==> src/rtl/mcm_pkg.sv <==
package mcm_pkg;
  localparam int DATA_W = 32;
  localparam int DEVA_W = 8;
  localparam int OFF_W  = 12;
  localparam int TMO_W  = 32;

  // Word indices of the host registers (byte offset / 4)
  localparam logic [1:0] IDX_CTRL  = 2'd0;
  localparam logic [1:0] IDX_WDATA = 2'd1;
  localparam logic [1:0] IDX_LIMIT = 2'd2;
  localparam logic [1:0] IDX_RDATA = 2'd3;

  // Control word bit positions
  localparam int B_START = 31;
  localparam int B_TMO   = 30;
  localparam int B_ERR   = 29;
  localparam int B_BUSY  = 28;
  localparam int B_DIR   = 20;
  localparam int B_DEVA  = 12;
  localparam int B_OFF   = 0;

  typedef struct packed {
    logic              dir;
    logic [DEVA_W-1:0] deva;
    logic [OFF_W-1:0]  off;
  } cmd_t;

  // Timeout hit: limit zero never expires; otherwise the Nth cycle of the request
  function automatic logic tmo_hit(input logic [TMO_W-1:0] cnt,
                                   input logic [TMO_W-1:0] lim);
    return (lim != '0) && (cnt == lim - 1'b1);
  endfunction

  function automatic logic [DATA_W-1:0] ctrl_pack(input logic start, input logic tmo,
                                                  input logic err, input logic busy,
                                                  input cmd_t c);
    logic [DATA_W-1:0] w;
    w = '0;
    w[B_START] = start;
    w[B_TMO]   = tmo;
    w[B_ERR]   = err;
    w[B_BUSY]  = busy;
    w[B_DIR]   = c.dir;
    w[B_DEVA +: DEVA_W] = c.deva;
    w[B_OFF  +: OFF_W]  = c.off;
    return w;
  endfunction

  function automatic cmd_t ctrl_unpack(input logic [DATA_W-1:0] w);
    cmd_t c;
    c.dir  = w[B_DIR];
    c.deva = w[B_DEVA +: DEVA_W];
    c.off  = w[B_OFF +: OFF_W];
    return c;
  endfunction
endpackage

==> src/rtl/mcm_timer.sv <==
module mcm_timer
  import mcm_pkg::*;
(
  input  logic             clk,
  input  logic             rst_n,
  input  logic             clear,
  input  logic             run,
  input  logic [TMO_W-1:0] limit,
  output logic             expired
);
  logic [TMO_W-1:0] cnt_q;

  always_ff @(posedge clk or negedge rst_n) begin
    if (!rst_n)      cnt_q <= '0;
    else if (clear)  cnt_q <= '0;
    else if (run)    cnt_q <= cnt_q + 1'b1;
  end

  assign expired = run && tmo_hit(cnt_q, limit);
endmodule

==> src/rtl/mcm_seq.sv <==
module mcm_seq (
  input  logic clk,
  input  logic rst_n,
  input  logic launch,
  input  logic ack,
  input  logic err,
  input  logic expired,
  output logic busy,
  output logic ev_ok,
  output logic ev_err,
  output logic ev_tmo
);
  logic busy_q;

  // Acknowledge has priority over a timeout in the same cycle
  assign ev_ok  = busy_q && ack && !err;
  assign ev_err = busy_q && ack && err;
  assign ev_tmo = busy_q && !ack && expired;

  always_ff @(posedge clk or negedge rst_n) begin
    if (!rst_n)                         busy_q <= 1'b0;
    else if (launch)                    busy_q <= 1'b1;
    else if (ev_ok || ev_err || ev_tmo) busy_q <= 1'b0;
  end

  assign busy = busy_q;
endmodule

==> src/rtl/mcm_cmd_master.sv <==
module mcm_cmd_master
  import mcm_pkg::*;
(
  input  logic              clk,
  input  logic              rst_n,
  input  logic              reg_wr_en,
  input  logic [3:0]        reg_addr,
  input  logic [DATA_W-1:0] reg_wdata,
  output logic [DATA_W-1:0] reg_rdata,
  output logic              dev_req,
  output logic              dev_we,
  output logic [DEVA_W-1:0] dev_addr,
  output logic [OFF_W-1:0]  dev_off,
  output logic [DATA_W-1:0] dev_wdata,
  input  logic              dev_ack,
  input  logic              dev_err,
  input  logic [DATA_W-1:0] dev_rdata
);
  logic [1:0]        widx;
  logic              busy, ev_ok, ev_err, ev_tmo, expired;
  logic              wr_ctrl, wr_wdata, wr_limit, launch;
  cmd_t              cmd_q;
  logic              flag_err_q, flag_tmo_q;
  logic [DATA_W-1:0] wdata_q, rdata_q;
  logic [TMO_W-1:0]  limit_q;

  assign widx     = reg_addr[3:2];
  assign wr_ctrl  = reg_wr_en && !busy && (widx == IDX_CTRL);
  assign wr_wdata = reg_wr_en && !busy && (widx == IDX_WDATA);
  assign wr_limit = reg_wr_en && !busy && (widx == IDX_LIMIT);
  assign launch   = wr_ctrl && reg_wdata[B_START];

  mcm_seq u_seq (
    .clk(clk), .rst_n(rst_n), .launch(launch), .ack(dev_ack), .err(dev_err),
    .expired(expired), .busy(busy), .ev_ok(ev_ok), .ev_err(ev_err), .ev_tmo(ev_tmo)
  );

  mcm_timer u_timer (
    .clk(clk), .rst_n(rst_n), .clear(launch), .run(busy),
    .limit(limit_q), .expired(expired)
  );

  always_ff @(posedge clk or negedge rst_n) begin
    if (!rst_n) begin
      cmd_q      <= '0;
      flag_err_q <= 1'b0;
      flag_tmo_q <= 1'b0;
      wdata_q    <= '0;
      limit_q    <= '0;
      rdata_q    <= '0;
    end else begin
      if (wr_ctrl)  cmd_q   <= ctrl_unpack(reg_wdata);
      if (wr_wdata) wdata_q <= reg_wdata;
      if (wr_limit) limit_q <= reg_wdata[TMO_W-1:0];
      if (launch) begin
        flag_err_q <= 1'b0;
        flag_tmo_q <= 1'b0;
      end
      if (ev_err) flag_err_q <= 1'b1;
      if (ev_tmo) flag_tmo_q <= 1'b1;
      if (ev_ok && !cmd_q.dir) rdata_q <= dev_rdata;
    end
  end

  always_comb begin
    unique case (widx)
      IDX_CTRL:  reg_rdata = ctrl_pack(busy, flag_tmo_q, flag_err_q, busy, cmd_q);
      IDX_WDATA: reg_rdata = wdata_q;
      IDX_LIMIT: reg_rdata = DATA_W'(limit_q);
      default:   reg_rdata = rdata_q;
    endcase
  end

  assign dev_req   = busy;
  assign dev_we    = cmd_q.dir;
  assign dev_addr  = cmd_q.deva;
  assign dev_off   = cmd_q.off;
  assign dev_wdata = wdata_q;
endmodule

==> config.mk <==
export PLATFORM = sky130hd
export DESIGN_NAME = mcm_cmd_master
export DESIGN_NICKNAME = d
export VERILOG_FILES = /design/src/rtl/mcm_pkg.sv /design/src/rtl/mcm_timer.sv /design/src/rtl/mcm_seq.sv /design/src/rtl/mcm_cmd_master.sv
export SDC_FILE = /design/constraint.sdc
export NUM_CORES = 1
export LEC_CHECK = 0
export ABC_AREA = 1
export BUFFER_PORTS_ARGS = -buffer_cell sky130_fd_sc_hd__buf_4
export CAP_MARGIN = 15
export CORE_MARGIN = 2
export CORE_UTILIZATION = 57
export DETAILED_ROUTE_END_ITERATION = 8
export PLACE_DENSITY = 0.81
export SETUP_SLACK_MARGIN = 0.02
export SYNTH_ARGS = -nofsm -noshare
export SYNTH_HDL_FRONTEND = slang
export SYNTH_HIERARCHICAL = 1
export SYNTH_SLANG_ARGS = --single-unit
==> constraint.sdc <==
create_clock -name clk -period 2.1 [get_ports clk]
set_input_delay 0 -clock clk [delete_from_list [all_inputs] [get_ports clk]]
set_output_delay 0 -clock clk [all_outputs]
set_load 0.02 [all_outputs]
## Yosys cells after proc, flatten, opt, wreduce, memory -nomap -nowiden

Cells that the tools add are included.

| storage, ports and cells | value |
|---|---|
| register bits after elaboration | 152 |
| input bits | 73 |
| output and inout bits | 86 |
| word-level logic and storage cells | 48 |

| cells by class | value |
|---|---|
| add/sub/neg operators | 2 |
| eq/ne operators | 3 |
| muxes and demuxes | 8 |
| reductions and logical operators | 25 |

Operator list:

| kind | count |
|---|---|
| $pmux W32 S3 | 1 |
| $mux W32 | 2 |
| $add A32 B1 Y32 const B | 1 |
| $eq A32 B32 Y1 | 1 |
| $reduce_bool A32 Y1 | 1 |
| $sub A32 B1 Y32 const B | 1 |
| $logic_and A1 B1 Y1 | 13 |
| $reduce_bool A2 Y1 | 4 |
| $mux W1 | 5 |
| $logic_not A1 Y1 | 4 |
| $eq A2 B1 Y1 const B | 1 |
| $eq A2 B2 Y1 const B | 1 |
| $logic_not A2 Y1 | 1 |
| $logic_or A1 B1 Y1 | 2 |

## Longest topological paths before layout

Gate-level depths: netlist (run 1).

| logic depth | value |
|---|---|
| depth in word-level cells | 8 |
| mapped depth | 19 |
| depth with buffers taken out | 19 |

## By module

Netlist (run 1), hierarchy kept.

Modules (own cells, without submodules):

| module | times used | cells each | area an instance (sq um) | sequential area each (sq um) |
|---|---|---|---|---|
| mcm_cmd_master | 1 | 697 | 5559.1 | 2977.9 |
| mcm_timer | 1 | 545 | 3258.1 | 800.8 |
| mcm_seq | 1 | 12 | 67.6 | 25.0 |

## Worst setup path before layout (run 1)

No wires, ideal clock.

| timing | value |
|---|---|
| path kind | reg-to-reg |
| start point | register u_seq.busy_q, in the netlist u_seq/busy |
| end point | register u_timer.cnt_q[30] |
| library setup time | 0.077 ns |
| data arrival time | 2.009 ns |
| data required time | 2.023 ns |
| slack | 0.014 ns |
| cell stages (with the launch flop) | 13 |
| path buffers | 0 |
| period minus slack after synthesis | 2.086 ns |
| cell sequence | dfrtp_1 nor2_4 nand3_1 inv_1 nor2_2 nor2_4 nand2_2 nor2_2 nand2_1 inv_2 and3_1 nand3_1 a21oi_1 |

| between the ends | value |
|---|---|
| word-level cells in the longest chain between the ends | 5 |
| elaborated cells between the ends (all ways) | 6 |
| classes of those cells | 1 x mux; 5 x reduce/logical |

Ends and longest elaborated chain:

| item | line | source |
|---|---|---|
| start, declared | mcm_seq.sv:13 | `logic busy_q;` |
| start signal, assigned | mcm_seq.sv:21 | `if (!rst_n) busy_q <= 1'b0;` |
| start signal, assigned | mcm_seq.sv:22 | `else if (launch) busy_q <= 1'b1;` |
| start signal, assigned | mcm_seq.sv:23 | `else if (ev_ok \|\| ev_err \|\| ev_tmo) busy_q <= 1'b0;` |
| $logic_not A1 Y1 (*) | mcm_cmd_master.sv:28 | `assign wr_ctrl = reg_wr_en && !busy && (widx == IDX_CTRL);` |
| $logic_and A1 B1 Y1 (*) (2 in a row) | mcm_cmd_master.sv:28 |  |
| $logic_and A1 B1 Y1 (*) | mcm_cmd_master.sv:31 | `assign launch = wr_ctrl && reg_wdata[B_START];` |
| net launch | mcm_cmd_master.sv:21 | `logic wr_ctrl, wr_wdata, wr_limit, launch;` |
| $mux W32 / $reduce_bool A2 Y1 (equally long branches) | - |  |
| end signal, assigned | mcm_timer.sv:16 | `else if (run) cnt_q <= cnt_q + 1'b1;` |
| end, declared | mcm_timer.sv:11 | `logic [TMO_W-1:0] cnt_q;` |

Mark *: on every way through the listed nets, which the timed path passes. The rest lies on a longest branch.
A chain may end at the register's enable or synchronous reset.

## Final worst setup path (run 1)

| timing | value |
|---|---|
| start point | register limit_q[5] |
| end point | register u_seq.busy_q, in the netlist u_seq/busy |

| between the ends | value |
|---|---|
| word-level cells in the longest chain between the ends | 7 |
| elaborated cells between the ends (all ways) | 8 |
| classes of those cells | 1 x add/sub; 1 x eq/ne; 6 x reduce/logical |

Ends and longest elaborated chain:

| item | line | source |
|---|---|---|
| start, declared | mcm_cmd_master.sv:25 | `logic [TMO_W-1:0] limit_q;` |
| start signal, assigned | mcm_cmd_master.sv:54 | `if (wr_limit) limit_q <= reg_wdata[TMO_W-1:0];` |
| $sub A32 B1 Y32 | mcm_pkg.sv:31 | `return (lim != '0) && (cnt == lim - 1'b1);` |
| $eq A32 B32 Y1 | mcm_pkg.sv:31 |  |
| $logic_and A1 B1 Y1 (*) | mcm_pkg.sv:31 |  |
| $logic_and A1 B1 Y1 (*) | mcm_timer.sv:19 | `assign expired = run && tmo_hit(cnt_q, limit);` |
| net expired | mcm_cmd_master.sv:20 | `logic busy, ev_ok, ev_err, ev_tmo, expired;` |
| $logic_and A1 B1 Y1 (*) | mcm_seq.sv:18 | `assign ev_tmo = busy_q && !ack && expired;` |
| $logic_or A1 B1 Y1 (*) | mcm_seq.sv:23 |  |
| $reduce_bool A2 Y1 (no source line) (*) | - |  |

Marked as above.

==> results by group, run 1 <==
Outcome
  • Run status: finished, violations left
  • Failing checks: negative setup slack

STA
  • Worst slew pin tran: 0.622 ns
  • Fin Hold WS: 0.0755 ns
  • Post-route clock period utilization: 1.00
  • RSZ-0062 raised after global routing: true
  • Final worst slack: -0.00485 ns
  • Setup violations, final: 1
  • Rel. slew slack: 0.585
  • Crit path time final: between 2 and 2.5 ns
  • Final setup skew: between 0.01 and 0.015 ns
  • Achievable clock frequency: 475 MHz
  • Final count of hold timing violations: 0
  • Max-slew violations: 0

Worst hold path
  • Worst Hold Class: in2reg

Global routing
  • GRT overflow: 0
  • Largest net degree at the start of global routing: 62
  • Vias in the first global route: 9271
  • Total track usage: 0.377
  • Global-route wire length before repair: ~48000 um
  • Initial antenna violation count: 0

Drt
  • Via density per instance: 5.82
  • Vias: ~10000
  • Wire length per cell: 18.0 um
  • Initial drt markers: 1264
  • Total Wirelength: 30900 um
  • Pre-antenna DRT Iters: 7
  • Routed Antenna Nets: 0
  • Residual DRC: 0

Clocking
  • Clock root cell: clkbuf_16
  • Worst-Skew Late Latency: 0.44 ns
  • CTS tree: built
  • CTS sink count: between 150 and 200
  • Clock Pin Slew Worst Setup and Hold Paths: about 0.070 ns
  • Total CTS buffers: 17
  • CTS max path bufs: 2
  • H-tree levels: 4

Place
  • Dpl cells: 1605
  • DP Wirelength: 20500 um
  • Pre-CTS setup slack: -0.00787 ns
  • Count of input and output buffers: 156
  • RD Place Congestion: 0.982

Worst setup path
  • Arrival time worst endpoint: 2.44 ns
  • Endpoint class of the critical path: flop
  • Worst Path Required: 2.43 ns
  • Crit-path max FO: 7
  • Kind of critical path: reg2reg
  • CP Launch Type: flop

Yosys
  • XOR/XNOR Fraction of Synth Area: 0.0317
  • Netlist cell types: 35
  • Post-synthesis cell area: 0.00888 mm^2
  • Synthesized flop and latch total: 152
  • Dominant cell type by area after synthesis: dfrtp_1
  • Post-Synthesis Cells: 1254
  • Synth top area share: 0.428
  • Simple-Gate Fraction of Synth Area: 0.431
  • Post-synthesis sequential area ratio: 0.428
  • Synth Area in Compound Gates: 0.0308
  • Adder-cell share of the synthesized area: 0.00422
  • Synth Area per Inst: approximately 7.1 um^2
  • Mux contribution to synthesized area: 0
  • Top cells by area, synth: dfrtp_1 43%, nand2_1 22%, nand3_1 9.6%, nor2_1 4.2%, inv_1 3.3%
  • Syn nets: 1330
  • Largest family of logic cells by synthesized area: simple AND/OR/NAND/NOR gates
  • Ys Warns: 6

Floorplanning
  • Std-Cell Rows: 45
  • Die Width: 129 um
  • I/O pin total: 159
  • Core ar.: 0.0152 mm^2
  • Die H: 129 um
  • Starting density of the core: 0.584
  • Die area: 0.0166 mm^2

Flow run
  • Max-cap violation count: 0

Final layout
  • Share of layout cells above drive strength 1: 0.227
  • Final cell count without fillers: 1715
  • Ant. Diodes: 0
  • Nets@finish: between 1500 and 2000
  • Area growth from synthesis to layout: 34.4%

Power and ir drop
  • Worst vdd ir: 625 uV
  • Pwr/cell area: 864 mW/mm^2
  • Leak pwr: between 6 and 7 nW
-- state kept, by name, summed over array words and instances (netlist names) --
| name | cells |
|---|---|
| dev_wdata | 32 |
| dev_addr | 8 |
| dev_we | 1 |
| u_seq/busy | 1 |
| flag_err_q | 1 |
| dev_off | 12 |
| flag_tmo_q | 1 |
| u_timer/cnt_q | 32 |
| rdata_q | 32 |
| limit_q | 32 |
-- per-stage QoR --
step / cell area [um^2] / power [mW] / TNS, ns / util
5_1_grt: 11900 / 10.8 / -0.282 / 0.786
3_5_place_dp: 10500 / 6.92 / -0.0139 / 0.688
4_1_cts: 11700 / 10.1 / 0 / 0.771
3_3_place_gp: 10500 / 6.86 / 0 / 0.688
6_report: 11900 / 10.3 / -0.00485 / 0.786
2_1_floorplan: 8890 / 5.60 / 0 / -
-- final timing paths --
| kind | start | endpoint | slack, ns | depth (start not counted) |
|---|---|---|---|---|
| worst max-delay path | limit_q[5] | u_seq/busy | -0.005 | 16 |
| worst min-delay path | reg_addr[3] | flag_tmo_q | 0.08 | 6 |
| worst max register to register | limit_q[5] | u_seq/busy | -0.005 | 16 |
| worst min register to register | rdata_q[12] | rdata_q[12] | 0.48 | 2 |
| max in group asynchronous | rst_n | limit_q[8] | 1.29 | 3 |
| min in group asynchronous | rst_n | u_timer/cnt_q[29] | 0.11 | 2 |
-- where the power goes --
part	switching (mW)	internal (mW)
Combinational	1.90	1.34
Clock	1.46	1.58
Sequential	0.587	3.45
-- what timing repair did --
action,in CTS,in global routing
endpoints found under the hold margin,186,0
hold buffers,67,0
setup buffers,1,10
pin swaps,1,29
gates resized for setup,3,52
endpoints found under the setup margin,2,6
-- placed cells by master (no fill, tap or decap), drive strengths merged --
cell type and n:
nand2 519, dlygate4sd3 67, inv 96, clkinvlp 4, xor2 17, clkbuf 17
xnor2 10, a211oi 2, a221oi 1, o21ai 19, nand4 36, o21bai 1
nor4 6, nor3 16, nand3b 5, and3 1, o21a 5, xnor3 2
ha 3, dfrtp 152, a21oi 22, clkinv 4, buf 225, nand3 170
nor2 127
-- cell usage after synthesis --
library cell and n:
dfrtp_1 152, nand2_2 7, nand4_1 36, a21oi_1 22
nor3_1 15, clkinv_1 3, nor2_1 100, xnor3_1 2
and3_1 1, nand2_1 509, o21a_1 5, buf_4 6
nor4_1 5, nand3_1 170, inv_4 4, a221oi_1 1
clkbuf_1 14, o21ai_0 17, a211oi_1 2, nand2_4 3
nor2_2 18, nand3b_1 5, inv_1 78, o21bai_1 1
nor3_2 1, buf_1 3, inv_2 4, nor2_4 9
o21ai_1 2, buf_2 17, xor2_1 17, buf_6 11
ha_1 3, nor4_2 1, xnor2_1 10
-- cell families (layout without fill, tap and decap cells) --
| kind of cell | Yosys count | in the layout |
|---|---|---|
| adders and majority gates | 3 | 3 |
| and+or+nand+nor | 880 | 880 |
| DFF | 152 | 152 |
| buffers and inverters | 140 | 413 |
| AOI/OAI and AO/OA | 50 | 50 |
| xor gates and xnor gates | 29 | 29 |
-- per-layer routing --
metal / global-route usage / vias up / routed length, um
met5: 0 / - / 0
met4: 0.137 / 0 / 1030
met3: 0.0761 / 100 / 3350
met2: 0.603 / 703 / 14500
met1: 0.512 / 4657 / 12000
li1: - / 4529 / -
-- worst max-delay path, stage by stage (launching register included) --
cell and delay [ns]:
dfrtp_2 0.45, nor2_4 0.14, nand2_2 0.09, nor2_4 0.22, nand2_2 0.12, inv_2 0.09
nand3_2 0.09, nand2_1 0.07, nand2_1 0.06, nor2_2 0.14, nand2_1 0.08, nor2_1 0.09
nand2_1 0.08, nor2_2 0.11, inv_1 0.05, nand3_1 0.07, nand2_1 0.06
-- layout make-up --
cell class,count,area (um^2)
clock buffers,17,425
clock inverters,15,146
fillers,1039,3260
inverters,89,347
multi-input cells,962,4550
flip-flops and latches,152,3820
well taps,188,235
repair buffers,292,2420
Note: power is estimated with default switching activity, not from simulation.
==> run 2, diff against run 1 <==
CORE_UTILIZATION = 61   (was 57)
PLACE_DENSITY = 0.86   (was 0.81)
clock period = 2.6 ns   (was 2.1 ns; I/O delays follow)
==> run 2 against run 1 <==
The run now ends clean; design area fell by 4.5%; clock power fell by 13%; largest cell class unchanged; register-to-register slack improved by 0.36 ns; critical path depth rose by 2; core utilization rose by 0.81 points; final cell count fell by 3.4%; worst hold slack got worse by 0.0073 ns; die area fell by 6.4%; maximum frequency fell by 6.1%; combinational power fell by 29%; sequential share of layout area rose by 1.4 points.
==> results by group, run 2 (synthesis gave the netlist of run 1 again) <==
Outcome
  • Run status: finished clean

Worst setup path
  • Endpoint class of the critical path: flop
  • Arrival time worst endpoint: 2.62 ns
  • Worst Path Required: roughly 3.0 ns
  • Kind of critical path: reg2reg
  • Flop2flop setup slack: 0.36 ns
  • CP Launch Type: flop
  • R2R depth: 18
  • Crit-path max FO: 5

Final layout
  • Ant. Diodes: 0
  • # fillers: 937
  • Nets@finish: roughly 1500
  • Share of layout cells above drive strength 1: 0.169
  • Area growth from synthesis to layout: 28.3%
  • Commonest non-fill, non-tap cell in the layout: nand2_1
  • Commonest non-fill, non-tap cells in the layout: 509 x nand2_1, 170 x nand3_1, 169 x buf_4

Clocking
  • H-tree levels: 4
  • Clock Pin Slew Worst Setup and Hold Paths: 0.07 ns
  • CTS max path bufs: 2
  • CTS tree: built
  • Clock root cell: clkbuf_16
  • Total CTS buffers: 17
  • Worst-Skew Late Latency: 0.44 ns
  • CTS sink count: roughly 150

Place
  • RD Place Congestion: between 0.9 and 1
  • DP Wirelength: 18700 um
  • Count of input and output buffers: 156

Floorplanning
  • Die Width: 125 um
  • Die H: 125 um
  • I/O pin total: 159
  • Std-Cell Rows: 44
  • Core ar.: about 0.014 mm^2
  • Starting density of the core: 0.618
  • Die area: 0.0155 mm^2

Drt
  • Residual DRC: 0
  • Pre-antenna DRT Iters: 6
  • Vias: 9777
  • Total Wirelength: 30000 um
  • Wire length per cell: 18.1 um
  • Initial drt markers: about 1200
  • Via density per instance: 5.90
  • Routed Antenna Nets: 0

Global routing
  • M1 GR Usage: 0.497
  • Vias in the first global route: 9596
  • Most Crowded Layer GR: met2
  • Global-route wire length before repair: 48000 um
  • Total track usage: 0.387
  • Initial antenna violation count: 0
  • Met3 GRT Util: 0.0812
  • GRT overflow: 0
  • Largest net degree at the start of global routing: 83
  • Met2 Use GR: 0.617

Worst hold path
  • Worst Hold Class: in2reg
  • Hold path depth: 6

STA
  • Max-slew violations: 0
  • Final count of hold timing violations: 0
  • Final setup skew: 0.0154 ns
  • RSZ-0062 raised after global routing: false
  • Rel. slew slack: 0.396
  • Setup violations, final: 0
  • Fin Hold WS: 0.0681 ns
  • Worst slew pin tran: 0.904 ns
  • Crit path time final: around 2.2 ns
  • Post-route clock period utilization: 0.862
  • Final setup TNS: 0 ns
  • Achievable clock frequency: 446 MHz

Power and ir drop
  • Worst vdd ir: about 560 uV
  • Leak pwr: 5.84 nW
  • Pwr/cell area: a little over 700 mW/mm^2

Flow run
  • Max-cap violation count: 0
## run 2: cell types whose count changed in the layout (fill, tap and decap cells not counted), sizes merged
| cell | change |
|---|---|
| dlygate4sd3 | +1 |
| clkinv | +2 |
| buf | -54 |
| bufinv | +4 |
| clkinvlp | -2 |
| inv | -6 |
## run 2: worst paths after layout
| path | from | to |
|---|---|---|
| max | limit_q[0] | flag_tmo_q |
| min | reg_wr_en | flag_err_q |
| max reg2reg | limit_q[0] | flag_tmo_q |
| min reg2reg | rdata_q[14] | rdata_q[14] |
| max in group asynchronous | rst_n | dev_wdata[16] |
| min in group asynchronous | rst_n | dev_wdata[25] |
## run 2: repair_timing
item | CTS | global route
gates resized for setup | 0 | 0
hold buffers | 68 | 0
setup buffers | 0 | 1
hold endpoints to repair | 199 | 0
endpoints found under the setup margin | 0 | 2
## run 2: cell type report
cell class / count / area [um^2] / share of cell area
inverter: 89 / 344 / 0.0302
tap: 184 / 230 / 0.0202
sequential: 152 / 3800 / 0.334
timing repair buffer: 239 / 1980 / 0.174
multi-input combinational: 962 / 4430 / 0.388
clock buffer: 17 / 425 / 0.0373
clock inverter: 13 / 193 / 0.0169
## run 2: worst max-delay path: stages (launching register included)
cell     delay, ns
dfrtp_1       0.42
inv_1         0.15
ha_1          0.22
inv_1         0.09
nor2_2        0.24
nand2_1       0.13
nand2_1       0.07
nand2_1       0.06
nor2_1        0.10
nand2_1       0.05
nor2_1        0.10
nand2_1       0.05
nor2_1        0.08
nand2_1       0.07
nor2_2        0.10
inv_1         0.06
nor2_1        0.09
inv_1         0.05
nand2_1       0.06
## run 2: power by group
group          switching [mW]  internal, mW  leakage (nW)
logic                    1.40         0.908          3.60
clock network            1.04          1.61         0.297
registers               0.524          2.78          1.95
total                    2.97          5.29          5.84
## run 2: through the flow
stage	area [um^2]	worst slack (ns)	std cells	util	power, mW
after floorplan	8880	0.514	1254	-	4.53
after global placement	10100	0.370	1557	0.703	5.36
after detailed placement	10100	0.327	1557	0.703	5.42
after CTS	11400	0.301	1655	0.793	8.14
after global routing	11400	0.113	1656	0.794	8.58
final	11400	0.358	1656	0.794	8.26
## run 2: metal layers
metal	routed length, um	vias to the layer above
met4	1490	0
met1	11300	4515
met2	14200	684
met5	0	-
met3	3000	155
li1	-	4423
